**src/rtl/fetch_addr_seq.sv**
```systemverilog
module fetch_addr_seq #(
  parameter logic [31:0] RESET_VEC = 32'hBFC0_0000
) (
  input  logic        clk,
  input  logic        rst_n,
  input  logic        adv,
  input  logic        take_eq,
  input  logic        take_ne,
  input  logic        jmp_abs,
  input  logic        jmp_reg,
  input  logic [31:0] src_a,
  input  logic [31:0] src_b,
  input  logic [15:0] br_disp,
  input  logic [25:0] jmp_field,
  input  logic [31:0] jmp_addr,
  output logic [31:0] pc_q,
  output logic [31:0] next_pc,
  output logic        misalign,
  output logic        slot_fault
);
  logic [31:0] pend_tgt;
  logic        pend_v;
  logic [31:0] seq_pc, br_tgt, abs_tgt, sel_tgt;
  logic        same, any_ctl, taken, launch;

  assign seq_pc  = pc_q + 32'd4;
  assign br_tgt  = seq_pc + {{14{br_disp[15]}}, br_disp, 2'b00};
  assign abs_tgt = {pc_q[31:28], jmp_field, 2'b00};
  assign same    = (src_a == src_b);
  assign any_ctl = take_eq | take_ne | jmp_abs | jmp_reg;

  always_comb begin
    taken   = 1'b0;
    sel_tgt = br_tgt;
    if (jmp_reg) begin
      taken   = 1'b1;
      sel_tgt = jmp_addr;
    end else if (jmp_abs) begin
      taken   = 1'b1;
      sel_tgt = abs_tgt;
    end else if (take_eq) begin
      taken   = same;
    end else if (take_ne) begin
      taken   = ~same;
    end
  end

  assign launch     = taken & ~pend_v;
  assign slot_fault = any_ctl & pend_v;
  assign next_pc    = pend_v ? pend_tgt : seq_pc;
  assign misalign   = |next_pc[1:0];

  always_ff @(posedge clk) begin
    if (!rst_n) begin
      pc_q     <= RESET_VEC;
      pend_v   <= 1'b0;
      pend_tgt <= '0;
    end else if (adv) begin
      pc_q <= next_pc;
      if (pend_v) begin
        pend_v <= 1'b0;
      end else if (launch) begin
        pend_v   <= 1'b1;
        pend_tgt <= sel_tgt;
      end
    end
  end
endmodule

```
**config.mk**
```make
export PLATFORM = sky130hd
export DESIGN_NAME = fetch_addr_seq
export DESIGN_NICKNAME = d
export VERILOG_FILES = /design/src/rtl/fetch_addr_seq.sv
export SDC_FILE = /design/constraint.sdc
export NUM_CORES = 1
export LEC_CHECK = 0
export BUFFER_PORTS_ARGS = -buffer_cell sky130_fd_sc_hd__buf_2
export CAP_MARGIN = 10
export CORE_MARGIN = 3
export CORE_UTILIZATION = 35
export CTS_CLUSTER_DIAMETER = 40
export CTS_CLUSTER_SIZE = 40
export DETAILED_ROUTE_END_ITERATION = 8
export PLACE_DENSITY = 0.59
export REMOVE_ABC_BUFFERS = 1
export SLEW_MARGIN = 30
export SYNTH_ARGS = -nofsm -noshare
export SYNTH_HDL_FRONTEND = slang
export SYNTH_SLANG_ARGS = --single-unit
```
**constraint.sdc**
```tcl
create_clock -name clk -period 4.53 [get_ports clk]
set_input_delay 0 -clock clk [delete_from_list [all_inputs] [get_ports clk]]
set_output_delay 0 -clock clk [all_outputs]
set_load 0.02 [all_outputs]
```
==> results.json <==
{
  "final.setup.tns_ns": 0,
  "detail_route.iter0.violations": 376,
  "hold_path_class": "in -> reg",
  "tritoncts": "yes",
  "route.detailed.drc": 0,
  "grt_pass1_vias": 6026,
  "place_area_sq_um": 7113,
  "critPathMaxStageDelay_ns": 0.59,
  "post-cts-setup-buffers": 0,
  "rsz_0062_raised_after_global_routing": "no",
  "drt.antenna.violating_nets": 0,
  "vias_after_detailed_routing": 6218,
  "powerDensity_nw_per_um2": 258.8,
  "critical-path-slowest-cell": "sky130_fd_sc_hd__dlygate4sd3_1",
  "grt_start_max_net_pins": 47,
  "timing.critical_path.cells": "nand4_2 > or3_4 > nor2_4 > nand2_1 > xnor2_1 > ha_1 > nand2_1 > nor2_1 > a211o_1 > o21ai_1 > nand2_1 > xor2_1 > a222oi_1 > dlygate4sd3_1 > a21oi_1",
  "max_slew.worst_pin.slew_ns": 0.8686,
  "beginning_of_the_worst_hold_path": "jmp_addr[18]",
  "hold_depth": 4,
  "synth_edf_count": 0,
  "critical_path.startpoint_type": "register",
  "layout_commonest_cell": "sky130_fd_sc_hd__buf_2",
  "timing.hold.ws_ns": 0.009990,
  "netlist_instances": 741,
  "peakVddDrop_uv": 165.5,
  "avgSynthCellArea_sq_um": 8.017,
  "synthTopCellsByArea": "sky130_fd_sc_hd__dfxtp_1, sky130_fd_sc_hd__xnor2_1, sky130_fd_sc_hd__ha_1, sky130_fd_sc_hd__mux2i_1, sky130_fd_sc_hd__mux2_2",
  "critPathRequiredTime_ns": 4.74,
  "clock_sinks": 65,
  "antenna_violations_before_repair": 4,
  "routed_wirelength_um": 20900,
  "critPathKind": "reg -> reg",
  "cts-buffers-inserted": 9,
  "post_synth_instance_area_sq_um": 5941,
  "power_leakage_nw": 3.472,
  "finalCritPeriodShare": 0.9355,
  "post_synthesis_sequential_area_ratio": 0.2190,
  "place.detailed.hpwl_um": 15540,
  "timing_max_transition_violations_final": 0,
  "fin_hold_viols": 0,
  "yosys_warnings": 0,
  "final_nets": 1126,
  "port_buffers": 210,
  "total_overflow_reported_by_the_global_router": 0,
  "timing.slew.headroom": 0.4201,
  "ys_ff_latch": 65,
  "num_rows": 47,
  "final_instance_area_sq_um": 7566,
  "timing.critical_path.mode_cell": "sky130_fd_sc_hd__nand2_1",
  "max_freq_mhz": 236.0,
  "post-layout-total-power_w": 0.001958,
  "outcome": "completed",
  "post-synth-top-area-cell": "sky130_fd_sc_hd__dfxtp_1",
  "drt-vias-per-instance": 5.319,
  "grt_util_all_layers": 0.2184,
  "design.core.area_sq_um": 16580,
  "crit_path_start": "pc_q[4]",
  "report.final.setup_viol": 0,
  "finalWeightedCongestion": 0.8864,
  "numPlacedInstances": 1137,
  "clock_path_buffers": 2,
  "starting_utilization_of_the_core_area": 0.3582,
  "critical_path.max_fanout": 8,
  "flow.area_growth_from_synthesis_pct": 27.36,
  "worst-endpoint-arrival_ns": 4.45,
  "die-width_um": 136.3,
  "max-cap-violations": 0,
  "ctsHtreeMaxLevel": 3,
  "io-pin-count": 211,
  "skew_ns": 0.009460,
  "wl_per_cell_um": 17.88,
  "synth_async_sr_flop_share": 0,
  "wire_length_of_the_first_global_routing_pass_um": 31640,
  "netlist.area_leader.share": 0.2190,
  "drt_pre_antenna_iters": 5,
  "die_height_um": 136.3,
  "end_kind": "register",
  "yosys_most_used_dff": "sky130_fd_sc_hd__dfxtp_1",
  "cell_chosen_for_the_clock_root": "sky130_fd_sc_hd__clkbuf_16",
  "post_route_cells_drive_above_1_share": 0.3049,
  "floorplan.die_area_sq_um": 18570,
  "layout_common_cells": "sky130_fd_sc_hd__buf_2, sky130_fd_sc_hd__nand2_1, sky130_fd_sc_hd__nor2_1",
  "period_needed_ns": 4.238,
  "worst_skew_pair.late_latency_ns": 0.35,
  "netlist-cell-type-count": 70,
  "clk_transition_reported_paths_ns": 0.06,
  "regToRegStartpoint": "pc_q[4]",
  "post_layout_nonfiller_instances": 1169,
  "worst_case_reg_to_reg_path_depth": 15
}
[final timing paths]
kind                                      to  slack (ns)
worst max-delay path            pend_tgt[26]        0.29
worst min-delay path            pend_tgt[18]        0.01
worst max register to register  pend_tgt[26]        0.29
worst min register to register  pend_tgt[13]        0.46
[power breakdown]
part | internal [W] | leakage [nW] | switching, W | total, W
registers | 0.000608 | 0.533 | 0.0000416 | 0.000649
logic | 0.000263 | 2.79 | 0.000329 | 0.000592
clock network | 0.000426 | 0.146 | 0.000291 | 0.000717
total | 0.00130 | 3.47 | 0.000662 | 0.00196
[through the flow]
stage                     utilization  setup WS, ns
after floorplan                     -        0.7095
after global placement         0.4289        0.8037
after detailed placement       0.4289        0.6934
after CTS                      0.4558        0.2526
after global routing           0.4562       0.05255
final                          0.4562        0.2922
[sequential cells by signal, indices dropped and copies added (netlist names)]
| name | count |
|---|---|
| pend_tgt | 32 |
| pend_v | 1 |
| pc_q | 32 |
[worst max-delay path: cells and delay by family, from the launching register on]
kind            cells  cell delay (ns)
compound gates      4             0.91
xor+xnor            2             0.55
fa+ha+maj           1             0.33
buf+inv             1             0.59
flops               1             0.49
simple gates        7             1.24
[what timing repair did]
action | CTS | global route
gates resized for setup | 0 | 1
hold endpoints to repair | 13 | 0
hold buffers | 15 | 0
endpoints found under the setup margin | 0 | 1
[cell usage after synthesis (5+ instances only)]
library cell	count
sky130_fd_sc_hd__o21ai_0	45
sky130_fd_sc_hd__a211o_1	5
sky130_fd_sc_hd__clkbuf_8	5
sky130_fd_sc_hd__a21o_1	15
sky130_fd_sc_hd__ha_1	37
sky130_fd_sc_hd__inv_1	15
sky130_fd_sc_hd__and3_1	9
sky130_fd_sc_hd__clkbuf_1	27
sky130_fd_sc_hd__o21ai_1	5
sky130_fd_sc_hd__nand2_1	71
sky130_fd_sc_hd__nor4_1	5
sky130_fd_sc_hd__a21oi_1	46
sky130_fd_sc_hd__a211oi_1	12
sky130_fd_sc_hd__nand2b_1	7
sky130_fd_sc_hd__nand3_1	26
sky130_fd_sc_hd__nand4_1	18
sky130_fd_sc_hd__xor2_1	14
sky130_fd_sc_hd__a31oi_1	6
sky130_fd_sc_hd__buf_2	9
sky130_fd_sc_hd__xnor2_1	66
sky130_fd_sc_hd__mux2_2	33
sky130_fd_sc_hd__o211ai_1	10
sky130_fd_sc_hd__dfxtp_1	65
sky130_fd_sc_hd__nor3_1	8
sky130_fd_sc_hd__nor2_1	71
sky130_fd_sc_hd__mux2i_1	44
[final cells by class]
class | count | area [sq um]
antenna | 1 | 2.502
clock buffer | 9 | 225.2
clock inverter | 7 | 70.07
fill | 1700 | 9017
inverter | 16 | 60.06
multi-input combinational | 618 | 4367
sequential | 65 | 1305
tap | 220 | 275.3
timing repair buffer | 233 | 1261
[logic make-up (layout without fill, tap and decap cells)]
group | after synthesis | in the layout | synth area share
XOR/XNOR | 81 | 81 | 0.1207
AND/OR/NAND/NOR | 240 | 240 | 0.1936
multiplexers | 78 | 78 | 0.1392
flip-flops | 65 | 65 | 0.2190
buffers and inverters | 58 | 265 | 0.04823
other | 0 | 1 | 0
AO/OA/AOI/OAI | 181 | 181 | 0.1980
adder cells (fa/ha/maj) | 38 | 38 | 0.08130
[per-layer routing]
| metal | share of wire | global-route usage | vias to the layer above |
|---|---|---|---|
| li1 | - | - | 3098 |
| met1 | 0.44 | 0.2759 | 2831 |
| met2 | 0.46 | 0.3665 | 246 |
| met3 | 0.090 | 0.05885 | 37 |
| met4 | 0.015 | 0.05935 | 6 |
| met5 | 0.0013 | 0 | - |
(Power assumes the default switching activity.)
